`config.mk`:
```
export PLATFORM = sky130hd
export DESIGN_NAME = buzzer_show
export DESIGN_NICKNAME = d
export VERILOG_FILES = /design/src/rtl/buzzer_pkg.sv /design/src/rtl/buzzer_ctrl.sv /design/src/rtl/buzzer_path.sv /design/src/rtl/buzzer_show.sv
export SDC_FILE = /design/constraint.sdc
export NUM_CORES = 1
export LEC_CHECK = 0
export BUFFER_PORTS_ARGS = -buffer_cell sky130_fd_sc_hd__buf_2
export CAP_MARGIN = 30
export CELL_PAD_IN_SITES_DETAIL_PLACEMENT = 1
export CELL_PAD_IN_SITES_GLOBAL_PLACEMENT = 1
export CORE_MARGIN = 2
export CORE_UTILIZATION = 41
export DETAILED_ROUTE_END_ITERATION = 12
export GPL_TIMING_DRIVEN = 0
export PLACE_DENSITY = 0.85
export SETUP_SLACK_MARGIN = 0.5
export SYNTH_ARGS = -nofsm -noshare
export SYNTH_HDL_FRONTEND = slang
export SYNTH_SLANG_ARGS = --single-unit
```
`constraint.sdc`:
```
create_clock -name clk -period 3.45 [get_ports clk]
set_input_delay 0.1725 -clock clk [delete_from_list [all_inputs] [get_ports clk]]
set_output_delay 0.1725 -clock clk [all_outputs]
set_load 0.02 [all_outputs]
```
`src/rtl/buzzer_pkg.sv`:
```
package buzzer_pkg;
  typedef enum logic [1:0] {
    ST_IDLE = 2'b00,
    ST_WIN0 = 2'b01,
    ST_WIN1 = 2'b10,
    ST_TIE  = 2'b11
  } capState_t;

  typedef struct packed {
    logic clear;
    logic shiftUp;
    logic shiftDown;
    logic loadAll;
    logic fillBit;
  } pathCtrl_t;
endpackage

```
`src/rtl/buzzer_ctrl.sv`:
```
module buzzer_ctrl
  import buzzer_pkg::*;
#(
  parameter int STEP_W = 3
) (
  input  logic      clk,
  input  logic      rst,
  input  logic      hostReady,
  input  logic      btn0,
  input  logic      btn1,
  output capState_t state,
  output pathCtrl_t ctrl
);
  localparam int CNT_W = STEP_W + 1;
  localparam logic [CNT_W-1:0] CNT_START = CNT_W'(1) << STEP_W;
  localparam logic [CNT_W-1:0] CNT_LAST  = {CNT_W{1'b1}};

  logic [CNT_W-1:0] stepCnt;
  logic             done;
  logic             active;

  always_ff @(posedge clk) begin
    if (rst || hostReady) begin
      state   <= ST_IDLE;
      stepCnt <= CNT_START;
      done    <= 1'b0;
    end else if (state == ST_IDLE) begin
      state <= capState_t'({btn1, btn0});
    end else if (!done) begin
      if (stepCnt == CNT_LAST) begin
        stepCnt <= CNT_START;
        done    <= 1'b1;
      end else begin
        stepCnt <= stepCnt + CNT_W'(1);
      end
    end
  end

  always_comb begin
    active         = (state != ST_IDLE) && !done && !hostReady;
    ctrl.clear     = hostReady;
    ctrl.shiftUp   = active && (state == ST_WIN0);
    ctrl.shiftDown = active && (state == ST_WIN1);
    ctrl.loadAll   = active && (state == ST_TIE);
    ctrl.fillBit   = (state == ST_TIE) ? ~stepCnt[0] : ~stepCnt[STEP_W-1];
  end
endmodule

```
`src/rtl/buzzer_path.sv`:
```
module buzzer_path
  import buzzer_pkg::*;
#(
  parameter int LED_W = 4
) (
  input  logic             clk,
  input  logic             rst,
  input  pathCtrl_t        ctrl,
  output logic [LED_W-1:0] leds
);
  always_ff @(posedge clk) begin
    if (rst || ctrl.clear) begin
      leds <= '0;
    end else if (ctrl.shiftUp) begin
      leds <= {leds[LED_W-2:0], ctrl.fillBit};
    end else if (ctrl.shiftDown) begin
      leds <= {ctrl.fillBit, leds[LED_W-1:1]};
    end else if (ctrl.loadAll) begin
      leds <= {LED_W{ctrl.fillBit}};
    end
  end
endmodule

```
`src/rtl/buzzer_show.sv`:
```
module buzzer_show
  import buzzer_pkg::*;
#(
  parameter int LED_W  = 4,
  parameter int STEP_W = 3
) (
  input  logic             clk,
  input  logic             rst,
  input  logic             hostReady,
  input  logic             btn0,
  input  logic             btn1,
  output logic             winLamp0,
  output logic             winLamp1,
  output logic [LED_W-1:0] ledPath
);
  capState_t state;
  pathCtrl_t ctrl;

  buzzer_ctrl #(.STEP_W(STEP_W)) uCtrl (
    .clk(clk), .rst(rst), .hostReady(hostReady),
    .btn0(btn0), .btn1(btn1), .state(state), .ctrl(ctrl)
  );

  buzzer_path #(.LED_W(LED_W)) uPath (
    .clk(clk), .rst(rst), .ctrl(ctrl), .leds(ledPath)
  );

  assign winLamp0 = state[0];
  assign winLamp1 = state[1];
endmodule

```
==> results of run 1 <==
critical path: stages, from the launching register on:
cell and delay, ns:
dfxtp_1 0.45, ha_1 0.23, inv_1 0.08, or3_1 0.34, a21oi_1 0.14
cells in the final DEF, fill, tap and decap left out:
cell / count
dfxtp_1: 11
buf_2: 10
a21oi_1: 7
nor2_1: 5
o221a_1: 4
nand2_1: 3
clkbuf_4: 3
buf_6: 2
clkbuf_1: 2
inv_1: 2
inv_2: 2
nand2b_1: 2
a2bb2oi_1: 2
o21ai_0: 2
o21bai_4: 1
a311o_1: 1
or2_2: 1
o2111ai_1: 1
and3_1: 1
o21ba_2: 1
nand4_1: 1
mux2i_1: 1
o31ai_4: 1
o21a_1: 1
a21o_1: 1
or3_1: 1
ha_1: 1
sequential cells by signal, summed over array words and instances, names as in the netlist:
| signal | count |
|---|---|
| uCtrl.done | 1 |
| uCtrl.state | 2 |
| uCtrl.stepCnt | 4 |
| uPath.leds | 4 |
kinds of logic after synthesis:
group           Yosys count  share of synthesized area
fa+ha+maj                 1                    0.02304
simple gates             14                     0.1245
buf+inv                   7                    0.07604
compound gates           22                     0.3525
mux                       1                    0.01843
flops                    11                     0.4055
area by class of cell:
type / count / area [um^2]
tap: 15 / 18.77
timing repair buffer: 10 / 50.05
sequential: 11 / 220.2
buffer: 3 / 26.28
inverter: 4 / 15.01
fill: 155 / 630.6
clock buffer: 4 / 26.28
multi-input combinational: 38 / 281.5
power breakdown:
part	internal, mW	switching (mW)
clock	0.0448	0.0463
sequential	0.131	0.00346
combinational	0.0165	0.0203
total	0.192	0.0701
metal layers:
layer | GRT usage | part of all wire | wire length [um]
met5 | 0 | 0 | 0
met4 | 0.1000 | 0.022 | 24
met3 | 0.06667 | 0.032 | 35
met2 | 0.2579 | 0.48 | 530
met1 | 0.1869 | 0.47 | 519
through the flow:
| step | hold slack, ns | area, um^2 |
|---|---|---|
| after floorplan | 0.3112 | 543.0 |
| after global placement | 0.4049 | 611.8 |
| after detailed placement | 0.4134 | 611.8 |
| after CTS | 0.1197 | 638.1 |
| after global routing | 0.1386 | 638.1 |
| final | 0.1247 | 638.1 |
path summary, 6_finish.rpt:
| kind | startpoint | to |
|---|---|---|
| worst min-delay path | btn1 | uCtrl.state[1]$_SDFFE_PP0P_ |
| worst max register to register | uCtrl.stepCnt[0]$_SDFFE_PP0P_ | uCtrl.stepCnt[2]$_SDFFE_PP0P_ |
| worst max-delay path | uCtrl.stepCnt[0]$_SDFFE_PP0P_ | uCtrl.stepCnt[2]$_SDFFE_PP0P_ |
| worst min register to register | uCtrl.stepCnt[1]$_SDFFE_PP0P_ | uCtrl.stepCnt[1]$_SDFFE_PP0P_ |
==> results.yml, run 1 <==
run_status:
  outcome: "finished clean"
timing:
  rsz0062_at_grt: "false"
  tightest_slew_ns: 0.3185
  fin_setup_tns_ns: 0
  hold_violations: 0
  maxSlewHeadroom: 0.7876
  fin_crit_sh: 0.3807
  final.setup.worst_slack_ns: 2.137
  period_needed_ns: 1.313
  worst_clock_skew_ns: 0.007215
  setup_viol: 0
  slew_violations: 0
  fmax_ghz: 0.7614
placed_design:
  place_worst_setup_slack_ns: 2.160
  gp_congestion: 0.6470
  place_inst: 81
  numPortBuffers: 10
finish:
  fin_cells: 85
  areaGrowthSynthToFinish_pct: 17.51
  antenna_cells: 0
  nets: 77
  drive_gt1_frac: 0.3000
  fin_util: 0.5030
floorplanning:
  io_pins: 11
  fp.dieW_um: 40.39
  die_h_um: 40.39
  core-area_um2: 1269
  start_util: 0.4280
  die-area_um2: 1631
  rows: 13
synth:
  synth_area_um2: 543.0
  ys_seq_elements: 11
  dominantRegCellSynth: "dfxtp_1"
  synthTopCellsByCount: "dfxtp_1 (11), a21oi_1 (7), nor2_1 (5)"
  synth_cells: 56
  synth_edf_count: 0
  yosysSeqAreaShare: 0.4055
  yosys_warnings: 0
  yosysTopAreaCellShare: 0.4055
  avgSynthCellArea_um2: 9.697
  synth.distinct_cells: 25
  synthTopCellsByArea: "dfxtp_1 (41%), o221a_1 (8.3%), a21oi_1 (6.5%), buf_6 (4.1%), o31ai_4 (3.9%)"
  synth_top_area_cell: "dfxtp_1"
  synth_fp_nets: 62
  synth-async-reset-ratio: 0
  yosysMostFrequentCell: "dfxtp_1"
global_routing:
  grt_max_degree: 10
  grt_pass1_vias: 371
  grt_pass1_wl_mm: 1.676
  antenna_found_initial: 0
  grt_remaining_overflow: 0
  gr-usage-all-layers: 0.1657
clock_network:
  hold_buffers: 0
  cts_made_buffers: 3
  clkTransAtPathRegs_ns: 0.08
  cts_tree: "done"
  cts_sinks: 11
  cts_resized: 0
  cts_root_buffer: "clkbuf_4"
  clkLatencyLatePin_ns: 0.27
  clockBufferDepth: 2
  h-tree-depth: 1
  cts_setup_buffers: 0
setup_path:
  cp-end-kind: "flop"
  cp.required_ns: 3.66
  crit_fanout: 5
  reg2reg_depth: 4
  critPathLaunchType: "flop"
  path_class: "flop to flop"
  r2r_setup_slack_ns: 2.14
  cp_data_arrival_time_ns: 1.52
hold_path:
  min_path_type: "input pin to flop"
  min_path_cells: 3
power:
  irDropWorstVdd_uv: 205.9
  total_power_mw: 0.2621
  p_leak_nw: 0.2567
  powerDensity_nw_per_um2: 410.7
job:
  cap_violations: 0
detailed_routing:
  ant_nets: 0
  totalWireLength_mm: 1.110
  wl_per_cell_um: 13.06
  drcViolationCount: 0
  avgViaCountPerCell: 5.271
  vias: 448
  first_pass_iters: 1
  drtIter0Drc: 0
No activity file was read; power rests on OpenSTA's default activity.
==> run 2, diff against run 1 <==
CORE_UTILIZATION = 34   (was 41)
PLACE_DENSITY = 0.76   (was 0.85)
clock period = 1.1 ns   (was 3.45 ns; I/O delays follow)
==> results.yml, run 2 (synthesis results as in run 1) <==
setup_path:
  crit_fanout: 8
  crit_end: "uPath.leds[2]$_SDFFE_PP0P_"
  crit_chain: "buf_8 > inv_6 > o31ai_4 > o221a_1"
  cp.required_ns: 1.32
  cp_data_arrival_time_ns: 1.33
  r2r_end: "uPath.leds[2]$_SDFFE_PP0P_"
  rr_startpoint: "uCtrl.state[0]$_SDFFE_PP0P_"
  cp-end-kind: "flop"
  reg2reg_depth: 4
  startpoint: "uCtrl.state[0]$_SDFFE_PP0P_"
  critPathSlowestCell: "dfxtp_4"
  r2r_setup_slack_ns: -0.009
  cp_top_family: "compound AO/OA/AOI/OAI gates"
  slowest_delay_ns: 0.35
  cp.depth: 4
  path_class: "flop to flop"
  critPathLaunchType: "flop"
  worst-path-buf-inv: 2
detailed_routing:
  totalWireLength_mm: 1.373
  drtIter0Drc: 2
  ant_nets: 0
  drcViolationCount: 0
  first_pass_iters: 4
  avgViaCountPerCell: 5.489
  wl_per_cell_um: 14.92
  vias: 505
hold_path:
  min-delay-start: "btn1"
  min_path_type: "input pin to flop"
floorplanning:
  start_util: 0.3605
  fp.dieW_um: 43.97
  core-area_um2: 1506
  die-area_um2: 1933
  die_h_um: 43.97
  rows: 14
  io_pins: 11
finish:
  fin_util: 0.5249
  areaGrowthSynthToFinish_pct: 45.62
  drive_gt1_frac: 0.5395
  top_regs: "uCtrl.stepCnt: 4 flops, uPath.leds: 4 flops, uCtrl.state: 2 flops"
  antenna_cells: 0
  fin_cells: 92
  finalInstanceArea_um2: 790.8
  final_cell_mix: "buf_6 (6), nor2_1 (5), buf_2 (5), buf_4 (5)"
  final_common_cell: "buf_6"
  fill_cells: 173
  nets: 83
timing:
  fmax_ghz: 0.9019
  rsz0062_at_grt: "true"
  final.setup.worst_slack_ns: -0.008724
  fin_crit_sh: 1.008
  maxSlewHeadroom: 0.7612
  slew_violations: 0
  worst_clock_skew_ns: 0.007115
  tightest_slew_ns: 0.3582
  hold_violations: 0
  setup_viol: 1
  fin_setup_tns_ns: -0.008724
  period_needed_ns: 1.109
global_routing:
  grt_max_degree: 10
  antenna_found_initial: 0
  grt_pass1_wl_mm: 2.297
  gr-usage-all-layers: 0.1734
  grt_pass1_vias: 515
  grt_remaining_overflow: 0
placed_design:
  placed_area_um2: 648.1
  numPortBuffers: 10
  gp_congestion: 0.7171
  place_inst: 82
  dpl.hpwl_um: 943.8
clock_network:
  cts_sinks: 11
  clockBufferDepth: 2
  cts_made_buffers: 3
  h-tree-depth: 1
  cts_tree: "done"
  cts_root_buffer: "clkbuf_4"
  clkTransAtPathRegs_ns: 0.08
  clkLatencyLatePin_ns: 0.27
run_status:
  outcome: "finished, violations left"
  violations: "setup timing"
power:
  powerDensity_nw_per_um2: 1097
  irDropWorstVdd_uv: 508.9
  total_power_mw: 0.8677
  p_leak_nw: 0.3066
job:
  cap_violations: 0
## run 2: repair_timing
item | 4_1_cts | 5_1_grt
hold buffers | 0 | 0
endpoints found under the setup margin | 17 | 17
resized for setup | 20 | 5
buffers inserted | 4 | 2
pin swaps | 9 | 4
## run 2: area by class of cell
class	instances	area, um^2	area share
multi-input cells	38	319.1	0.4035
flip-flops and latches	11	236.5	0.2991
repair buffers	16	130.1	0.1646
plain buffers	3	33.78	0.04272
clock buffers	4	26.28	0.03323
inverters	4	25.02	0.03165
well taps	16	20.02	0.02532
## run 2: where the power goes
part           total (mW)  leakage [nW]  internal [mW]  switching, mW
registers           0.420        0.0934          0.407         0.0132
clock network       0.285        0.0150          0.141          0.144
logic               0.163         0.198         0.0841         0.0785
## run 2: worst reg2reg max path, stage by stage (launching register included)
cell     delay, ns
dfxtp_4       0.35
buf_8         0.13
inv_6         0.04
o31ai_4       0.30
o221a_1       0.24
## run 2: worst min path at each step
stage / to / slack (ns) / depth (start not counted)
2_1_floorplan: uCtrl.state[0]$_SDFFE_PP0P_ / 0.19 / 2
3_3_place_gp: uCtrl.state[0]$_SDFFE_PP0P_ / 0.29 / 3
3_5_place_dp: uCtrl.state[1]$_SDFFE_PP0P_ / 0.30 / 3
4_1_cts: uCtrl.state[1]$_SDFFE_PP0P_ / 0.009 / 3
5_1_grt: uCtrl.state[0]$_SDFFE_PP0P_ / 0.006 / 3
6_report: uCtrl.state[1]$_SDFFE_PP0P_ / 0.02 / 3
## run 2: routing by layer
layer / wire length (um) / part of all wire / track usage
met1: 584 / 0.43 / 0.1944
met2: 720 / 0.52 / 0.2765
met3: 35 / 0.025 / 0.05000
met4: 33 / 0.024 / 0.1273
met5: 0 / 0 / 0
## run 2: per-stage QoR
stage,setup WS [ns],hold WS [ns]
6_report,-0.008724,0.01955
5_1_grt,-0.05204,0.006321
4_1_cts,-0.01316,0.008508
3_5_place_dp,-0.02759,0.3020
3_3_place_gp,-0.0008198,0.2879
2_1_floorplan,0.04467,0.1926
==> run 3, diff against run 2 <==
ABC_AREA = 1   (was default)
BUFFER_PORTS_ARGS = -buffer_cell sky130_fd_sc_hd__clkbuf_2   (was -buffer_cell sky130_fd_sc_hd__buf_2)
CORE_UTILIZATION = 38   (was 34)
PLACE_DENSITY = 0.85   (was 0.76)
clock period = 1.35 ns   (was 1.1 ns; I/O delays follow)
==> results.yml, run 3 <==
placed_design:
  place_worst_setup_slack_ns: 0.2189
  gp_congestion: 0.7722
  numPortBuffers: 10
  dpl.hpwl_mm: 1.003
timing:
  fmax_ghz: 0.9247
  hold_violations: 0
  period_needed_ns: 1.081
  rsz0062_at_grt: "true"
  fin_setup_tns_ns: 0
  hold_slack_ns: 0.006534
  setup_viol: 0
  worst_clock_skew_ns: 0.001160
  tightest_slew_ns: 0.4998
  final.setup.worst_slack_ns: 0.2686
  maxSlewHeadroom: 0.6655
  fin_crit_sh: 0.8010
  slew_violations: 0
run_status:
  outcome: "finished clean"
synth:
  synth_top_area_cell: "dfxtp_1"
  ys_seq_elements: 11
  yosys_warnings: 0
  synth_cells: 82
  avgSynthCellArea_um2: 6.744
  synth_fp_nets: 88
  yosysMostFrequentCell: "nor2_1"
  synth_area_um2: 553.0
  yosysTopAreaCellShare: 0.3982
  synth_edf_count: 0
  yosysSeqAreaShare: 0.3982
  synthTopCellsByArea: "dfxtp_1 (40%), a21oi_1 (11%), nor2_1 (10%), nand2_1 (8.1%), nand3_1 (6.3%)"
  synth.distinct_cells: 14
  synthTopCellsByCount: "nor2_1 (15), a21oi_1 (12), nand2_1 (12)"
  dominantRegCellSynth: "dfxtp_1"
  synth-async-reset-ratio: 0
setup_path:
  cp-end-kind: "flop"
  path_class: "flop to flop"
  cp.required_ns: 1.58
  crit_chain: "inv_4 > nand2_4 > nand2_4 > inv_6 > nand2_2 > or2_0 > nand3_1"
  critPathLaunchType: "flop"
  rr_startpoint: "uCtrl.state[0]$_SDFFE_PP0P_"
  r2r_setup_slack_ns: 0.27
  r2r_end: "uCtrl.stepCnt[3]$_SDFFE_PP1P_"
  reg2reg_depth: 7
  crit_fanout: 5
  crit_top_cell: "nand2_4"
  slowest_delay_ns: 0.39
  startpoint: "uCtrl.state[0]$_SDFFE_PP0P_"
  cp_data_arrival_time_ns: 1.31
  crit_end: "uCtrl.stepCnt[3]$_SDFFE_PP1P_"
  critPathSlowestCell: "dfxtp_4"
detailed_routing:
  drtIter0Drc: 9
  vias: 651
  drcViolationCount: 0
  first_pass_iters: 4
  avgViaCountPerCell: 5.471
  totalWireLength_mm: 1.861
  wl_per_cell_um: 15.64
  ant_nets: 0
clock_network:
  cts_root_buffer: "clkbuf_4"
  h-tree-depth: 1
  clockBufferDepth: 2
  cts_made_buffers: 3
  clkTransAtPathRegs_ns: 0.07
  hold_buffers: 0
  cts_sinks: 11
  clkLatencyLatePin_ns: 0.28
  cts_tree: "done"
global_routing:
  grt_pass1_vias: 647
  gr-usage-all-layers: 0.2255
  antenna_found_initial: 0
  grt_remaining_overflow: 0
  grt_pass1_wl_mm: 2.925
  grt_max_degree: 8
floorplanning:
  rows: 13
  io_pins: 11
  die_h_um: 42.15
  fp.dieW_um: 42.15
  core-area_um2: 1334
  start_util: 0.4146
  die-area_um2: 1777
finish:
  final_common_cell: "nor2_1"
  fin_util: 0.6266
  top_regs: "uCtrl.stepCnt: 4 flops, uPath.leds: 4 flops, uCtrl.state: 2 flops"
  fill_cells: 174
  nets: 111
  antenna_cells: 0
  final_cell_mix: "nor2_1 (12), nand2_1 (11), a21oi_1 (11), inv_1 (7), buf_4 (7)"
  areaGrowthSynthToFinish_pct: 51.13
  drive_gt1_frac: 0.4423
power:
  p_leak_nw: 0.3568
  irDropWorstVdd_uv: 637.8
  powerDensity_nw_per_um2: 874.4
job:
  cap_violations: 0
hold_path:
  min_path_type: "input pin to flop"
## run 3: cell count changes after synthesis, moves of 2 or more
cell,delta
a21oi_1,+5
a2bb2oi_1,-2
buf_6,-2
inv_1,+7
nand2_1,+9
nand2_4,+2
nand2b_1,-2
nand3_1,+7
nor2_1,+10
o21ai_0,+5
o221a_1,-4
## run 3: kinds of logic (layout without fill, tap and decap cells)
family	count (synthesis)	in the layout	share of synthesized area
adders and majority gates	1	1	0.02262
and+or+nand+nor	39	39	0.3213
DFF	11	11	0.3982
AOI/OAI and AO/OA	19	19	0.1719
buffers and inverters	12	34	0.08598
## run 3: cell type report
cell class,count,area (um^2),area share
multi-input combinational,59,329.1,0.3937
sequential,11,244.0,0.2919
timing repair buffer,17,158.9,0.1901
inverter,12,55.05,0.06587
clock buffer,4,26.28,0.03144
tap,15,18.77,0.02246
timing repair inverter,1,3.754,0.004491
## run 3: what timing repair did
item                                    4_1_cts  5_1_grt
gates resized for setup                      24       15
buffers inserted                              3        4
pin swaps                                     1        0
endpoints found under the setup margin       15       16
cloned                                        1        0
## run 3: report_power, final
group / leakage, nW / internal [mW] / total, mW / switching (mW)
registers: 0.0950 / 0.331 / 0.348 / 0.0172
logic: 0.247 / 0.0609 / 0.139 / 0.0780
clock network: 0.0150 / 0.115 / 0.244 / 0.129
total: 0.357 / 0.507 / 0.731 / 0.224
## run 3: per-layer routing
layer / GRT usage / wire length (um) / up-vias
met5: 0 / 0 / -
met4: 0.1125 / 48 / 0
met3: 0.06897 / 95 / 5
met2: 0.3500 / 871 / 20
met1: 0.2816 / 845 / 312
li1: - / - / 314
## run 3: through the flow
| stage | instances | cell area [um^2] | power [mW] |
|---|---|---|---|
| global placement | 107 | 641.9 | 0.4437 |
| global route | 119 | 835.8 | 0.7660 |
| CTS | 115 | 775.7 | 0.7071 |
| floorplan | 82 | 573.1 | 0.4167 |
| detailed placement | 107 | 641.9 | 0.4461 |
| finish | 119 | 835.8 | 0.7309 |
## run 3: how the worst min path moves through the flow
stage,startpoint,endpoint,slack [ns],cells past startpoint
2_1_floorplan,btn0,uCtrl.state[0]$_SDFFE_PP0P_,0.21,2
3_3_place_gp,btn1,uCtrl.state[1]$_SDFFE_PP0P_,0.30,3
3_5_place_dp,btn0,uCtrl.state[0]$_SDFFE_PP0P_,0.31,3
4_1_cts,btn0,uCtrl.state[0]$_SDFFE_PP0P_,0.02,3
5_1_grt,btn0,uCtrl.state[0]$_SDFFE_PP0P_,0.02,3
6_report,btn0,uCtrl.state[0]$_SDFFE_PP0P_,0.007,3
## run 3: worst max-delay path, delay by kind of cell, from the launching register on
kind | cells | cell delay, ns
AND/OR/NAND/NOR | 5 | 0.49
buffers and inverters | 2 | 0.14
flip-flops | 1 | 0.39
